**config.mk**
```make
export PLATFORM = sky130hd
export DESIGN_NAME = pix_port_sel
export DESIGN_NICKNAME = d
export VERILOG_FILES = /design/src/rtl/pps_pkg.sv /design/src/rtl/pps_in_stage.sv /design/src/rtl/pps_pair.sv /design/src/rtl/pps_out_stage.sv /design/src/rtl/pix_port_sel.sv
export SDC_FILE = /design/constraint.sdc
export NUM_CORES = 1
export LEC_CHECK = 0
export CAP_MARGIN = 20
export CORE_ASPECT_RATIO = 2
export CORE_MARGIN = 2
export CORE_UTILIZATION = 40
export DETAILED_ROUTE_END_ITERATION = 16
export PLACE_DENSITY_LB_ADDON = 0.15
export SLEW_MARGIN = 20
export SYNTH_ARGS = -nofsm -noshare
export SYNTH_HDL_FRONTEND = slang
export SYNTH_SLANG_ARGS = --single-unit
```
**constraint.sdc**
```tcl
create_clock -name clk -period 2.4 [get_ports clk]
set_input_delay 0.36 -clock clk [delete_from_list [all_inputs] [get_ports clk]]
set_output_delay 0.36 -clock clk [all_outputs]
set_load 0.1 [all_outputs]
```
**src/rtl/pps_pkg.sv**
```systemverilog
package pps_pkg;

  // Registered control bits carried through the first stage
  typedef struct packed {
    logic hs;
    logic vs;
    logic de;
    logic dual;
  } ctl_t;

  // Apply a strap-selected inversion: inv_n low flips the signal
  function automatic logic pol_apply(input logic s, input logic inv_n);
    return inv_n ? s : ~s;
  endfunction

  // Pairing phase: 0 waits for an odd pixel, 1 waits for its even partner
  function automatic logic phase_next(input logic ph, input logic de, input logic dual);
    return (dual || !de) ? 1'b0 : ~ph;
  endfunction

endpackage

```
**src/rtl/pps_in_stage.sv**
```systemverilog
module pps_in_stage
  import pps_pkg::*;
#(
  parameter int CW = 8
) (
  input  logic            clk,
  input  logic            rst_n,
  input  logic            dual_mode,
  input  logic            hs_inv_n,
  input  logic            vs_inv_n,
  input  logic            hs_in,
  input  logic            vs_in,
  input  logic            de_in,
  input  logic [3*CW-1:0] odd_in,
  input  logic [3*CW-1:0] even_in,
  output ctl_t            ctl_q,
  output logic [3*CW-1:0] odd_q,
  output logic [3*CW-1:0] even_q
);

  ctl_t ctl_d;

  always_comb begin
    ctl_d.hs   = pol_apply(hs_in, hs_inv_n);
    ctl_d.vs   = pol_apply(vs_in, vs_inv_n);
    ctl_d.de   = de_in;
    ctl_d.dual = dual_mode;
  end

  always_ff @(posedge clk or negedge rst_n) begin
    if (!rst_n) begin
      ctl_q  <= '0;
      odd_q  <= '0;
      even_q <= '0;
    end else begin
      ctl_q  <= ctl_d;
      odd_q  <= odd_in;
      even_q <= even_in;
    end
  end

endmodule

```
**src/rtl/pps_pair.sv**
```systemverilog
module pps_pair
  import pps_pkg::*;
#(
  parameter int CW = 8
) (
  input  logic            clk,
  input  logic            rst_n,
  input  ctl_t            ctl_q,
  input  logic [3*CW-1:0] odd_q,
  output logic [3*CW-1:0] held_odd,
  output logic            pair_fire,
  output logic            phase
);

  logic take_odd;

  assign take_odd  = !ctl_q.dual && ctl_q.de && !phase;
  assign pair_fire = !ctl_q.dual && ctl_q.de && phase;

  always_ff @(posedge clk or negedge rst_n) begin
    if (!rst_n) begin
      phase    <= 1'b0;
      held_odd <= '0;
    end else begin
      phase <= phase_next(phase, ctl_q.de, ctl_q.dual);
      if (take_odd) held_odd <= odd_q;
    end
  end

endmodule

```
**src/rtl/pps_out_stage.sv**
```systemverilog
module pps_out_stage
  import pps_pkg::*;
#(
  parameter int CW = 8
) (
  input  logic            clk,
  input  logic            rst_n,
  input  ctl_t            ctl_q,
  input  logic [3*CW-1:0] odd_q,
  input  logic [3*CW-1:0] even_q,
  input  logic [3*CW-1:0] held_odd,
  input  logic            pair_fire,
  output logic [3*CW-1:0] odd_out,
  output logic [3*CW-1:0] even_out,
  output logic            pair_vld,
  output logic            hs_out,
  output logic            vs_out,
  output logic            de_out
);

  localparam int NCOL = 3;

  logic            load;
  logic [3*CW-1:0] nxt_odd;
  logic [3*CW-1:0] nxt_even;

  assign load     = ctl_q.dual | pair_fire;
  assign nxt_odd  = ctl_q.dual ? odd_q  : held_odd;
  assign nxt_even = ctl_q.dual ? even_q : odd_q;

  for (genvar c = 0; c < NCOL; c++) begin : g_col
    always_ff @(posedge clk or negedge rst_n) begin
      if (!rst_n) begin
        odd_out[c*CW +: CW]  <= '0;
        even_out[c*CW +: CW] <= '0;
      end else if (load) begin
        odd_out[c*CW +: CW]  <= nxt_odd[c*CW +: CW];
        even_out[c*CW +: CW] <= nxt_even[c*CW +: CW];
      end
    end
  end

  always_ff @(posedge clk or negedge rst_n) begin
    if (!rst_n) begin
      pair_vld <= 1'b0;
      hs_out   <= 1'b0;
      vs_out   <= 1'b0;
      de_out   <= 1'b0;
    end else begin
      pair_vld <= ctl_q.dual ? ctl_q.de : pair_fire;
      hs_out   <= ctl_q.hs;
      vs_out   <= ctl_q.vs;
      de_out   <= ctl_q.de;
    end
  end

endmodule

```
**src/rtl/pix_port_sel.sv**
```systemverilog
module pix_port_sel
  import pps_pkg::*;
#(
  parameter int CW = 8
) (
  input  logic            clk,
  input  logic            rst_n,
  input  logic            dual_mode,
  input  logic            hs_inv_n,
  input  logic            vs_inv_n,
  input  logic            hs_in,
  input  logic            vs_in,
  input  logic            de_in,
  input  logic [3*CW-1:0] odd_px_in,
  input  logic [3*CW-1:0] even_px_in,
  output logic [3*CW-1:0] odd_px_out,
  output logic [3*CW-1:0] even_px_out,
  output logic            pair_vld,
  output logic            hs_out,
  output logic            vs_out,
  output logic            de_out
);

  ctl_t            ctl_q;
  logic [3*CW-1:0] odd_q;
  logic [3*CW-1:0] even_q;
  logic [3*CW-1:0] held_odd;
  logic            pair_fire;
  logic            phase;

  // Named internal events for the checker
  logic dual_q;
  logic de_q;
  assign dual_q = ctl_q.dual;
  assign de_q   = ctl_q.de;

  pps_in_stage #(.CW(CW)) u_in (
    .clk(clk), .rst_n(rst_n), .dual_mode(dual_mode),
    .hs_inv_n(hs_inv_n), .vs_inv_n(vs_inv_n),
    .hs_in(hs_in), .vs_in(vs_in), .de_in(de_in),
    .odd_in(odd_px_in), .even_in(even_px_in),
    .ctl_q(ctl_q), .odd_q(odd_q), .even_q(even_q)
  );

  pps_pair #(.CW(CW)) u_pair (
    .clk(clk), .rst_n(rst_n), .ctl_q(ctl_q), .odd_q(odd_q),
    .held_odd(held_odd), .pair_fire(pair_fire), .phase(phase)
  );

  pps_out_stage #(.CW(CW)) u_out (
    .clk(clk), .rst_n(rst_n), .ctl_q(ctl_q),
    .odd_q(odd_q), .even_q(even_q), .held_odd(held_odd), .pair_fire(pair_fire),
    .odd_out(odd_px_out), .even_out(even_px_out), .pair_vld(pair_vld),
    .hs_out(hs_out), .vs_out(vs_out), .de_out(de_out)
  );

endmodule

```
Yosys cells after proc, flatten, opt, wreduce, memory -nomap -nowiden
Cells that the tools add are included.

cells by class
  multiplexer cells = 6
  bitwise operators = 4
  reductions and logical operators = 7

operators by type and width
  kind                 number
  $mux W24             2
  $mux W1              4
  $logic_and A1 B1 Y1  3
  $logic_not A1 Y1     3
  $not A1 Y1           3
  $logic_or A1 B1 Y1   1
  $or A1 B1 Y1         1

word-level totals
  word-level logic and storage cells = 35
  output and inout port bits = 52
  bits in registers = 129
  bits of input ports = 56

Logic depth before layout (Yosys ltp)
Gate-level depths: netlist of the first run.

  depth in word-level cells = 4
  mapped depth = 5
  gate-level depth less buffers = 2

Modules after synthesis
From an unflattened synthesis of the first run, not the netlist that was laid out.

unflattened totals
  cells, all modules = 321
  area, all modules = 4610.7 µm²

modules (own cells, without submodules)
  module         times used  seq. area each (µm²)  cells an instance  area each (µm²)
  pps_out_stage  1           1301.2                214                2346.0
  pps_in_stage   1           1301.2                54                 1318.8
  pps_pair       1           625.6                 53                 945.9

Worst setup path after synthesis of the first run
No wires, ideal clock.

  path type = reg2reg
  from = reg, netlist name u_in.ctl_q[0]
  to = reg u_pair.held_odd[10]
  path buffers = 2
  arrival = 1.345 ns
  stages on the path, launching flop included = 5
  library setup time = 0.125 ns
  required time = 2.275 ns
  period minus slack after synthesis = 1.470 ns
  slack = 0.930 ns
  cells stage by stage = dfrtp_1 buf_6 nor3b_4 buf_6 mux2_2

between the ends
  cells in the longest elaborated chain, start to end = 3

ends and longest elaborated chain
  what                              RTL line        RTL
  $logic_not A1 Y1                  pps_pair.sv:17  assign take_odd = !ctl_q.dual && ctl_q.de && !phase;
  $logic_and A1 B1 Y1 (2 in a row)  pps_pair.sv:17
  end signal: assignment            pps_pair.sv:26  if (take_odd) held_odd <= odd_q;
  end: declaration                  pps_pair.sv:10  output logic [3*CW-1:0] held_odd,

Every way passes these cells.
A chain may end at the register's enable or synchronous reset.

Worst setup path in the final report of the first run
  from = reg u_pair.phase
  to = reg u_pair.held_odd[9]

between the ends
  cells in the longest elaborated chain, start to end = 2

ends and longest elaborated chain
  what                      RTL line        RTL
  start: declaration        pps_pair.sv:12  output logic phase
  start signal: assignment  pps_pair.sv:25  phase <= phase_next(phase, ctl_q.de, ctl_q.dual);
  $logic_not A1 Y1          pps_pair.sv:17
  $logic_and A1 B1 Y1       pps_pair.sv:17

Every way passes these cells.

==> run_summary.xml, run 1 <==
<?xml version="1.0" encoding="UTF-8"?>
<metrics>
  <group name="sta">
    <metric name="finalCriticalPeriod" unit="ns">1.65</metric>
    <metric name="final_max_slew_viol_count" unit="">0</metric>
    <metric name="final.setup.tns" unit="ns">0</metric>
    <metric name="report.final.hold_viol_count" unit="">0</metric>
    <metric name="clock-skew-final" unit="ns">0.00742</metric>
    <metric name="rsz0062_at_grt" unit="">false</metric>
    <metric name="timing.slew.headroom" unit="">0.618</metric>
    <metric name="fin_crit_sh" unit="">0.688</metric>
    <metric name="clock.fmax" unit="GHz">0.606</metric>
    <metric name="setup-violations-final" unit="">0</metric>
    <metric name="worst_pin_slew" unit="ns">0.572</metric>
    <metric name="timing.final.ws_setup" unit="ns">0.749</metric>
  </group>
  <group name="cts">
    <metric name="clock_tree_root" unit="">clkbuf_16</metric>
    <metric name="cts_buffers" unit="">17</metric>
    <metric name="worst_setup_hold_path_clk_slew" unit="ns">0.06</metric>
    <metric name="cts_max_path_buffers" unit="">2</metric>
    <metric name="clock_tree_from_tritoncts" unit="">built</metric>
    <metric name="clkSinkCount" unit="">129</metric>
    <metric name="cts_resized" unit="">0</metric>
    <metric name="clk_latency" unit="ns">0.40</metric>
    <metric name="cts_htree_levels" unit="">4</metric>
  </group>
  <group name="power_and_ir_drop">
    <metric name="total_switching_power" unit="mW">1.97</metric>
    <metric name="power.share.sequential" unit="">0.403</metric>
    <metric name="pwr_density_cell" unit="nW/um^2">948</metric>
    <metric name="design_power_total" unit="mW">6.22</metric>
    <metric name="largest_voltage_drop_on_the_vdd_net" unit="mV">0.635</metric>
    <metric name="power_leakage" unit="nW">2.85</metric>
    <metric name="pwr-share-clk" unit="">0.399</metric>
    <metric name="cell_internal_power" unit="mW">4.25</metric>
    <metric name="combinationalPowerShare" unit="">0.198</metric>
    <metric name="sw_frac_of_total" unit="">0.316</metric>
  </group>
  <group name="critical_path">
    <metric name="path_max_fanout" unit="">25</metric>
    <metric name="cp_data_arrival_time" unit="ns">1.93</metric>
    <metric name="worst_r2r_startpoint" unit="">u_pair.phase</metric>
    <metric name="timing.reg2reg.setup_slack" unit="ns">0.75</metric>
    <metric name="start_kind" unit="">flip-flop</metric>
    <metric name="timing_worst_setup_path_type" unit="">flip-flop to flip-flop</metric>
    <metric name="cp_slowest_stage_delay" unit="ns">0.55</metric>
    <metric name="worst_r2r_path_depth" unit="">3</metric>
    <metric name="critical-path-slowest-cell" unit="">dfrtp_2</metric>
    <metric name="critPathRequiredTime" unit="ns">2.68</metric>
    <metric name="reg_to_reg_critical_path_endpoint" unit="">u_pair.held_odd[9]</metric>
    <metric name="crit_path_end_kind" unit="">flip-flop</metric>
    <metric name="crit_chain" unit="">nor3b_4 &gt; buf_4 &gt; mux2_2</metric>
  </group>
  <group name="yosys">
    <metric name="postSynthAreaPerCell" unit="sq um">12.8</metric>
    <metric name="syn-num-nets" unit="">441</metric>
    <metric name="synth_cell_types" unit="">16</metric>
    <metric name="ys_seq_area_frac" unit="">0.656</metric>
    <metric name="synth.ff_latch_count" unit="">129</metric>
    <metric name="ys_warn_count" unit="">0</metric>
    <metric name="syn_area" unit="sq um">4920</metric>
    <metric name="synthCells" unit="">385</metric>
  </group>
  <group name="floorplanning">
    <metric name="die_x" unit="um">82.4</metric>
    <metric name="io_pins" unit="">108</metric>
    <metric name="die_area" unit="sq um">13300</metric>
    <metric name="fp.coreArea" unit="sq um">12100</metric>
    <metric name="start_util" unit="">0.408</metric>
    <metric name="row_count" unit="">57</metric>
    <metric name="chipHeight" unit="um">161</metric>
  </group>
  <group name="cells_and_area">
    <metric name="finish.utilization" unit="">0.544</metric>
    <metric name="layout-drive-gt1-share" unit="">0.224</metric>
    <metric name="num-nets-final" unit="">539</metric>
    <metric name="antenna_diode_count" unit="">0</metric>
    <metric name="area_growth_syn_to_layout" unit="%">33.2</metric>
    <metric name="layout.cells.most_common" unit="">dfrtp_1</metric>
    <metric name="mostFrequentLayoutCells" unit="">126 x dfrtp_1, 56 x buf_4, 54 x clkdlybuf4s50_1</metric>
  </group>
  <group name="detailed_routing">
    <metric name="drt_pass1_iterations" unit="">4</metric>
    <metric name="drt_first_iter_violations" unit="">193</metric>
    <metric name="drt_drc_violations_left" unit="">0</metric>
    <metric name="finalWirelength" unit="mm">10.8</metric>
    <metric name="dr_total_vias" unit="">3346</metric>
    <metric name="detail_route.wl_per_cell" unit="um">16.9</metric>
    <metric name="postRouteAntennaNets" unit="">0</metric>
    <metric name="avgViaCountPerCell" unit="">5.20</metric>
  </group>
  <group name="global_routing">
    <metric name="antenna_found_initial" unit="">0</metric>
    <metric name="number_of_global_route_vias_before_repair" unit="">3423</metric>
    <metric name="aggregate_global_routing_overflow" unit="">0</metric>
    <metric name="grt_use_total" unit="">0.174</metric>
    <metric name="largest_net_degree_at_the_start_of_global_routing" unit="">146</metric>
    <metric name="grt_first_pass_wirelength" unit="mm">17.5</metric>
  </group>
  <group name="place">
    <metric name="port_buffers" unit="">107</metric>
    <metric name="post-place-ws" unit="ns">0.767</metric>
    <metric name="gp_routability_congestion" unit="">0.753</metric>
    <metric name="post-dp-hpwl" unit="mm">6.44</metric>
  </group>
  <group name="worst_hold_path">
    <metric name="worstHoldPathType" unit="">flip-flop to flip-flop</metric>
    <metric name="min-delay-start" unit="">u_in.ctl_q[2]</metric>
    <metric name="holdPathStages" unit="">0</metric>
    <metric name="hold-path-endpoint" unit="">u_out.vs_out</metric>
  </group>
  <group name="run">
    <metric name="drv_cap" unit="">0</metric>
  </group>
  <group name="outcome">
    <metric name="outcome" unit="">completed</metric>
  </group>
</metrics>
-- Yosys cell counts --
| library cell | count | area share |
|---|---|---|
| dfrtp_1 | 129 | 0.66 |
| inv_1 | 48 | 0.037 |
| nand2_1 | 48 | 0.037 |
| nand4b_1 | 48 | 0.085 |
| o311ai_0 | 44 | 0.078 |
| clkbuf_1 | 22 | 0.017 |
| mux2_2 | 15 | 0.034 |
| mux2_1 | 9 | 0.021 |
| buf_2 | 7 | 0.0071 |
| buf_6 | 4 | 0.0092 |
| o311ai_1 | 4 | 0.0071 |
| buf_1 | 2 | 0.0015 |
| xnor2_1 | 2 | 0.0036 |
| and2_4 | 1 | 0.0018 |
| nor3b_4 | 1 | 0.0038 |
| o21a_1 | 1 | 0.0015 |
-- timing repair --
item                                   in CTS  in global routing
endpoints found under the hold margin      31                  0
hold buffers                                1                  0
setup buffers                               0                  0
-- through the flow --
stage	cells	cell area [sq um]	hold WS, ns
floorplan	385	4920	0.0644
global placement	610	5960	0.339
detailed placement	610	5960	0.340
CTS	643	6560	0.354
global route	643	6560	0.370
finish	643	6560	0.351
-- per-layer routing --
metal  track usage  part of all wire  vias up
li1              -                 -     1561
met1         0.218              0.41     1691
met2         0.286              0.53       85
met3        0.0472             0.043        9
met4        0.0576             0.014        0
met5             0                 0        -
-- state kept, by name (all words and copies together), names as in the netlist --
name and cells:
u_in.odd_q 24, u_out.vs_out 1, u_in.even_q 24, u_out.de_out 1, u_out.odd_out 24, u_pair.phase 1, u_out.pair_vld 1, u_out.even_out 24
u_pair.held_odd 24, u_in.ctl_q 4, u_out.hs_out 1
-- how the worst max path moves through the flow --
stage / from / end / slack (ns) / depth (start not counted)
floorplan: u_in.ctl_q[0] / u_pair.held_odd[10] / 0.93 / 4
global placement: u_pair.phase / u_pair.held_odd[10] / 0.80 / 3
detailed placement: u_pair.phase / u_pair.held_odd[9] / 0.77 / 3
CTS: u_pair.phase / u_pair.held_odd[9] / 0.75 / 3
global route: u_pair.phase / u_pair.held_odd[10] / 0.68 / 3
finish: u_pair.phase / u_pair.held_odd[9] / 0.75 / 3
-- cell families after synthesis --
kind of cell	Yosys count	share of synthesized area
buffers and inverters	83	0.0712
flip-flops	129	0.656
multiplexers	24	0.0549
AO/OA/AOI/OAI	49	0.0869
AND/OR/NAND/NOR	98	0.128
XOR/XNOR	2	0.00356
-- power by group through the flow --
| stage | sequential [mW] | clock [mW] | combinational [mW] |
|---|---|---|---|
| after floorplan | 3.16 | 0 | 0.246 |
| after global placement | 2.54 | 0 | 1.22 |
| after detailed placement | 2.55 | 0 | 1.24 |
| after CTS | 2.51 | 2.54 | 1.24 |
| after global routing | 2.53 | 2.64 | 1.29 |
| final | 2.51 | 2.48 | 1.23 |
-- layout make-up --
cell class	instances	area, sq um
Fill cell	1037	5490
Inverter	48	180
Sequential cell	129	3230
Clock inverter	11	105
Tap cell	147	184
Clock buffer	21	480
Multi-Input combinational cell	173	1340
Timing Repair Buffer	114	1030
-- critical path: cells and delay by family (launching register included) --
family	cells	cell delay, ns
flops	1	0.55
mux	1	0.39
simple gates	1	0.21
buf+inv	1	0.37
Power figures use the tool's default switching activity.
==> run 2: changes to the inputs <==
==> constraint.sdc (replaced) <==
create_clock -name clk -period 1.68 [get_ports clk]
set_input_delay 0.252 -clock clk [delete_from_list [all_inputs] [get_ports clk]]
set_output_delay 0.252 -clock clk [all_outputs]
set_load 0.1 [all_outputs]
==> run_summary.xml, run 2 (synthesized netlist as in run 1, its figures left out) <==
<?xml version="1.0" encoding="UTF-8"?>
<metrics>
  <group name="critical_path">
    <metric name="worst-path-buf-inv" unit="">1</metric>
    <metric name="start_kind" unit="">flip-flop</metric>
    <metric name="critical_path.top_delay_family" unit="">simple AND/OR/NAND/NOR gates</metric>
    <metric name="timing_worst_setup_path_type" unit="">flip-flop to flip-flop</metric>
    <metric name="critPathRequiredTime" unit="ns">1.92</metric>
    <metric name="cp_data_arrival_time" unit="ns">1.73</metric>
    <metric name="path_max_fanout" unit="">48</metric>
    <metric name="crit_path_end_kind" unit="">flip-flop</metric>
    <metric name="critical-path-slowest-cell" unit="">and2_4</metric>
    <metric name="crit_chain" unit="">buf_4 &gt; and2_4 &gt; o311ai_0</metric>
    <metric name="cp_slowest_stage_delay" unit="ns">0.49</metric>
  </group>
  <group name="place">
    <metric name="gp_routability_congestion" unit="">0.749</metric>
    <metric name="dpl_cell_area" unit="sq um">6660</metric>
    <metric name="post-place-ws" unit="ns">0.199</metric>
    <metric name="post-dp-hpwl" unit="mm">6.80</metric>
    <metric name="port_buffers" unit="">107</metric>
  </group>
  <group name="floorplanning">
    <metric name="io_pins" unit="">108</metric>
    <metric name="fp.coreArea" unit="sq um">12100</metric>
    <metric name="start_util" unit="">0.408</metric>
    <metric name="die_x" unit="um">82.4</metric>
    <metric name="chipHeight" unit="um">161</metric>
    <metric name="row_count" unit="">57</metric>
    <metric name="die_area" unit="sq um">13300</metric>
  </group>
  <group name="power_and_ir_drop">
    <metric name="largest_voltage_drop_on_the_vdd_net" unit="mV">0.991</metric>
    <metric name="cell_internal_power" unit="mW">6.92</metric>
    <metric name="pwr-share-clk" unit="">0.414</metric>
    <metric name="pwr_density_cell" unit="nW/um^2">1340</metric>
    <metric name="power_leakage" unit="nW">3.13</metric>
    <metric name="power.share.sequential" unit="">0.373</metric>
    <metric name="sw_frac_of_total" unit="">0.294</metric>
    <metric name="combinationalPowerShare" unit="">0.214</metric>
    <metric name="total_switching_power" unit="mW">2.88</metric>
    <metric name="design_power_total" unit="mW">9.81</metric>
  </group>
  <group name="detailed_routing">
    <metric name="detail_route.wl_per_cell" unit="um">16.9</metric>
    <metric name="drt_first_iter_violations" unit="">189</metric>
    <metric name="avgViaCountPerCell" unit="">5.25</metric>
    <metric name="drt_drc_violations_left" unit="">0</metric>
    <metric name="finalWirelength" unit="mm">10.9</metric>
    <metric name="postRouteAntennaNets" unit="">0</metric>
    <metric name="dr_total_vias" unit="">3394</metric>
    <metric name="drt_pass1_iterations" unit="">4</metric>
  </group>
  <group name="cells_and_area">
    <metric name="mostFrequentLayoutCells" unit="">126 x dfrtp_1, 56 x buf_12, 54 x clkdlybuf4s50_1</metric>
    <metric name="fillers" unit="">934</metric>
    <metric name="layout-drive-gt1-share" unit="">0.230</metric>
    <metric name="fin_area" unit="sq um">7330</metric>
    <metric name="area_growth_syn_to_layout" unit="%">48.9</metric>
    <metric name="finish.utilization" unit="">0.608</metric>
    <metric name="num-nets-final" unit="">543</metric>
    <metric name="antenna_diode_count" unit="">0</metric>
    <metric name="layout.cells.most_common" unit="">dfrtp_1</metric>
  </group>
  <group name="sta">
    <metric name="finalCriticalPeriod" unit="ns">1.49</metric>
    <metric name="final_max_slew_viol_count" unit="">0</metric>
    <metric name="clock.fmax" unit="GHz">0.671</metric>
    <metric name="report.final.hold_viol_count" unit="">0</metric>
    <metric name="clock-skew-final" unit="ns">0.00838</metric>
    <metric name="rsz0062_at_grt" unit="">false</metric>
    <metric name="timing.slew.headroom" unit="">0.664</metric>
    <metric name="fin_crit_sh" unit="">0.888</metric>
    <metric name="final.setup.tns" unit="ns">0</metric>
    <metric name="setup-violations-final" unit="">0</metric>
    <metric name="worst_pin_slew" unit="ns">0.504</metric>
    <metric name="timing.final.ws_setup" unit="ns">0.189</metric>
  </group>
  <group name="cts">
    <metric name="clock_tree_root" unit="">clkbuf_16</metric>
    <metric name="clk_latency" unit="ns">0.41</metric>
    <metric name="cts_max_path_buffers" unit="">2</metric>
    <metric name="cts_hold_buf" unit="">1</metric>
    <metric name="cts_resized" unit="">0</metric>
    <metric name="cts_post_setup_buffers_inserted" unit="">0</metric>
    <metric name="cts_buffers" unit="">17</metric>
    <metric name="clock_tree_from_tritoncts" unit="">built</metric>
    <metric name="clkSinkCount" unit="">129</metric>
    <metric name="worst_setup_hold_path_clk_slew" unit="ns">0.06</metric>
    <metric name="cts_htree_levels" unit="">4</metric>
  </group>
  <group name="global_routing">
    <metric name="number_of_global_route_vias_before_repair" unit="">3588</metric>
    <metric name="largest_net_degree_at_the_start_of_global_routing" unit="">146</metric>
    <metric name="aggregate_global_routing_overflow" unit="">0</metric>
    <metric name="grt_use_total" unit="">0.182</metric>
    <metric name="grt_first_pass_wirelength" unit="mm">18.2</metric>
    <metric name="antenna_found_initial" unit="">0</metric>
  </group>
  <group name="run">
    <metric name="drv_cap" unit="">0</metric>
  </group>
  <group name="outcome">
    <metric name="outcome" unit="">completed</metric>
  </group>
  <group name="worst_hold_path">
    <metric name="worstHoldPathType" unit="">input port to asynchronous set/reset pin</metric>
  </group>
</metrics>
run 2: cell types whose count changed in the layout (fill, tap and decap cells not counted), sizes merged:
cell | previous run | this run
buf | 59 | 63
bufinv | 1 | 5
clkbuf | 21 | 19
clkinvlp | 4 | 3
inv | 49 | 48
run 2: final timing paths:
check / from / to / slack, ns / cells after the start
max reg2reg: u_pair.phase / u_out.even_out[16] / 0.19 / 3
max in group asynchronous: rst_n / u_in.odd_q[7] / 0.91 / 3
min reg2reg: u_in.ctl_q[2] / u_out.vs_out / 0.35 / 0
max: u_pair.phase / u_out.even_out[16] / 0.19 / 3
min: rst_n / u_out.odd_out[18] / 0.23 / 2
min in group clk: odd_px_in[1] / u_in.odd_q[1] / 0.28 / 1
run 2: area by class of cell:
class | count | area [sq um] | share of cell area
sequential | 129 | 3230 | 0.441
timing repair buffer | 118 | 1720 | 0.235
multi-input combinational | 173 | 1340 | 0.183
clock buffer | 19 | 453 | 0.0618
clock inverter | 13 | 209 | 0.0285
tap | 147 | 184 | 0.0251
inverter | 48 | 180 | 0.0246
run 2: power groups by stage:
stage	Sequential [mW]	Combinational, mW	Clock, mW
floorplan	4.52	0.351	0
global placement	3.70	2.08	0
detailed placement	3.71	2.11	0
CTS	3.66	2.12	4.13
global route	3.69	2.19	4.27
finish	3.65	2.09	4.06
run 2: stage by stage:
stage | cells | hold slack, ns
detailed placement | 614 | 0.113
global route | 647 | 0.239
floorplan | 385 | -0.0436
CTS | 647 | 0.218
finish | 647 | 0.228
global placement | 614 | 0.114
run 2: metal layers:
layer	track usage	vias to the layer above	wire length (um)
li1	-	1566	-
met1	0.223	1710	4280
met2	0.301	103	5990
met3	0.0416	15	438
met4	0.0758	0	194
met5	0	-	0
==> run 3: changes to the inputs <==
--- a/config.mk
+++ b/config.mk
@@ -10,6 +10,7 @@
 export CORE_MARGIN = 2
 export CORE_UTILIZATION = 40
 export DETAILED_ROUTE_END_ITERATION = 16
+export GPL_TIMING_DRIVEN = 0
 export PLACE_DENSITY_LB_ADDON = 0.15
 export SLEW_MARGIN = 20
 export SYNTH_ARGS = -nofsm -noshare
==> run_summary.xml, run 3 (synthesized netlist as in run 1, its figures left out) <==
<?xml version="1.0" encoding="UTF-8"?>
<metrics>
  <group name="cts">
    <metric name="clk_latency" unit="ns">0.40</metric>
    <metric name="worst_setup_hold_path_clk_slew" unit="ns">0.06</metric>
    <metric name="cts_buffers" unit="">17</metric>
    <metric name="clock_tree_from_tritoncts" unit="">built</metric>
    <metric name="cts_htree_levels" unit="">4</metric>
    <metric name="clock_tree_root" unit="">clkbuf_16</metric>
    <metric name="clkSinkCount" unit="">129</metric>
    <metric name="cts_max_path_buffers" unit="">2</metric>
  </group>
  <group name="detailed_routing">
    <metric name="drt_drc_violations_left" unit="">0</metric>
    <metric name="finalWirelength" unit="mm">12.0</metric>
    <metric name="detail_route.wl_per_cell" unit="um">17.9</metric>
    <metric name="postRouteAntennaNets" unit="">0</metric>
    <metric name="drt_pass1_iterations" unit="">7</metric>
    <metric name="avgViaCountPerCell" unit="">5.29</metric>
    <metric name="dr_total_vias" unit="">3557</metric>
    <metric name="drt_first_iter_violations" unit="">175</metric>
  </group>
  <group name="sta">
    <metric name="clock.fmax" unit="GHz">0.617</metric>
    <metric name="final_max_slew_viol_count" unit="">0</metric>
    <metric name="clock-skew-final" unit="ns">0.00665</metric>
    <metric name="finalCriticalPeriod" unit="ns">1.62</metric>
    <metric name="fin_crit_sh" unit="">0.964</metric>
    <metric name="worst_pin_slew" unit="ns">0.592</metric>
    <metric name="final.setup.tns" unit="ns">0</metric>
    <metric name="report.final.hold_viol_count" unit="">0</metric>
    <metric name="timing.final.ws_setup" unit="ns">0.0604</metric>
    <metric name="timing.slew.headroom" unit="">0.607</metric>
    <metric name="rsz0062_at_grt" unit="">true</metric>
    <metric name="worst_hold_slack" unit="ns">0.284</metric>
    <metric name="setup-violations-final" unit="">0</metric>
  </group>
  <group name="place">
    <metric name="gp_routability_congestion" unit="">0.752</metric>
    <metric name="post-place-ws" unit="ns">-0.0961</metric>
    <metric name="dpl_cell_area" unit="sq um">6210</metric>
    <metric name="placedCellCount" unit="">640</metric>
    <metric name="post-dp-hpwl" unit="mm">8.23</metric>
    <metric name="port_buffers" unit="">107</metric>
  </group>
  <group name="floorplanning">
    <metric name="io_pins" unit="">108</metric>
    <metric name="row_count" unit="">57</metric>
    <metric name="chipHeight" unit="um">161</metric>
    <metric name="die_x" unit="um">82.4</metric>
    <metric name="die_area" unit="sq um">13300</metric>
    <metric name="fp.coreArea" unit="sq um">12100</metric>
    <metric name="start_util" unit="">0.408</metric>
  </group>
  <group name="cells_and_area">
    <metric name="layout-drive-gt1-share" unit="">0.221</metric>
    <metric name="fin_area" unit="sq um">6820</metric>
    <metric name="mostFrequentLayoutCells" unit="">129 x dfrtp_1, 54 x clkdlybuf4s50_1, 52 x clkdlybuf4s15_2</metric>
    <metric name="finish.utilization" unit="">0.566</metric>
    <metric name="antenna_diode_count" unit="">0</metric>
    <metric name="num-nets-final" unit="">569</metric>
    <metric name="layout.cells.most_common" unit="">dfrtp_1</metric>
    <metric name="final_cells" unit="">672</metric>
    <metric name="fillers" unit="">1040</metric>
    <metric name="layout.area.seq" unit="sq um">3230</metric>
    <metric name="area_growth_syn_to_layout" unit="%">38.5</metric>
    <metric name="multi_input_comb_area" unit="sq um">1340</metric>
  </group>
  <group name="critical_path">
    <metric name="cp_data_arrival_time" unit="ns">1.37</metric>
    <metric name="critPathRequiredTime" unit="ns">1.43</metric>
    <metric name="crit_path_end_kind" unit="">output pin</metric>
    <metric name="crit_chain" unit="">clkdlybuf4s15_2</metric>
    <metric name="start_kind" unit="">flip-flop</metric>
    <metric name="critical-path-slowest-cell" unit="">clkdlybuf4s15_2</metric>
    <metric name="path_max_fanout" unit="">2</metric>
    <metric name="worst_r2r_path_depth" unit="">5</metric>
    <metric name="cp_slowest_stage_delay" unit="ns">0.57</metric>
    <metric name="worst-path-buf-inv" unit="">1</metric>
    <metric name="critical_path.top_delay_family" unit="">buffers and inverters</metric>
    <metric name="timing.reg2reg.setup_slack" unit="ns">0.11</metric>
    <metric name="reg_to_reg_critical_path_endpoint" unit="">u_out.even_out[16]</metric>
    <metric name="worst_r2r_startpoint" unit="">u_in.ctl_q[0]</metric>
    <metric name="timing_worst_setup_path_type" unit="">flip-flop to output pin</metric>
  </group>
  <group name="worst_hold_path">
    <metric name="min-delay-start" unit="">odd_px_in[3]</metric>
    <metric name="worstHoldPathType" unit="">input port to flip-flop</metric>
    <metric name="holdPathStages" unit="">1</metric>
    <metric name="hold-path-endpoint" unit="">u_in.odd_q[3]</metric>
  </group>
  <group name="global_routing">
    <metric name="largest_net_degree_at_the_start_of_global_routing" unit="">82</metric>
    <metric name="grt_first_pass_wirelength" unit="mm">19.6</metric>
    <metric name="grt_use_total" unit="">0.197</metric>
    <metric name="met2_usage_in_global_routing" unit="">0.331</metric>
    <metric name="grt_util_met1" unit="">0.230</metric>
    <metric name="aggregate_global_routing_overflow" unit="">0</metric>
    <metric name="antenna_found_initial" unit="">0</metric>
    <metric name="number_of_global_route_vias_before_repair" unit="">3786</metric>
    <metric name="gr-max-usage-layer" unit="">met2</metric>
    <metric name="use_met3" unit="">0.0590</metric>
  </group>
  <group name="outcome">
    <metric name="outcome" unit="">completed</metric>
  </group>
  <group name="run">
    <metric name="drv_cap" unit="">0</metric>
  </group>
  <group name="power_and_ir_drop">
    <metric name="pwr_density_cell" unit="nW/um^2">1270</metric>
    <metric name="power_leakage" unit="nW">2.88</metric>
    <metric name="design_power_total" unit="mW">8.69</metric>
    <metric name="largest_voltage_drop_on_the_vdd_net" unit="mV">0.812</metric>
  </group>
</metrics>
## run 3: cell types whose count changed in the layout (fill, tap and decap cells not counted), moves of 5 or more
cell,previous run,this run
buf_2,0,7
clkbuf_1,0,18
buf_12,56,0
buf_4,7,1
buf_6,0,5
clkinv_2,2,7
clkdlybuf4s15_2,0,52
## run 3: worst max-delay path by stage
stage / start / endpoint / slack [ns] / cells past startpoint
2_1_floorplan: u_in.ctl_q[0] / u_pair.held_odd[10] / 0.21 / 4
3_3_place_gp: rst_n / u_in.odd_q[0] / -4.50 / 1
3_5_place_dp: u_out.odd_out[3] / odd_px_out[3] / -0.1 / 1
4_1_cts: u_in.ctl_q[1] / u_out.odd_out[20] / 0.01 / 5
5_1_grt: u_in.ctl_q[0] / u_out.even_out[16] / -0.001 / 5
6_report: u_out.odd_out[11] / odd_px_out[11] / 0.06 / 1
## run 3: what timing repair did
item,in CTS,in global routing
endpoints found under the hold margin,48,0
hold buffers,1,0
setup buffers,1,0
endpoints found under the setup margin,56,15
gates resized for setup,156,9
## run 3: layout make-up
type,instances,share of cell area
inverters,48,0.0264
plain buffers,34,0.0251
flip-flops and latches,129,0.473
repair buffers,110,0.173
clock inverters,12,0.0139
well taps,147,0.0270
clock buffers,19,0.0635
multi-input cells,173,0.197
## run 3: layer usage
metal	vias up	wire [um]
met4	0	292
met2	121	6500
li1	1618	-
met5	-	0
met1	1795	4690
met3	23	549
## run 3: power by group
group          switching [mW]  total (mW)  internal [mW]
registers               0.163        3.57           3.41
clock network            1.30        3.30           2.00
logic                    1.33        1.82          0.493
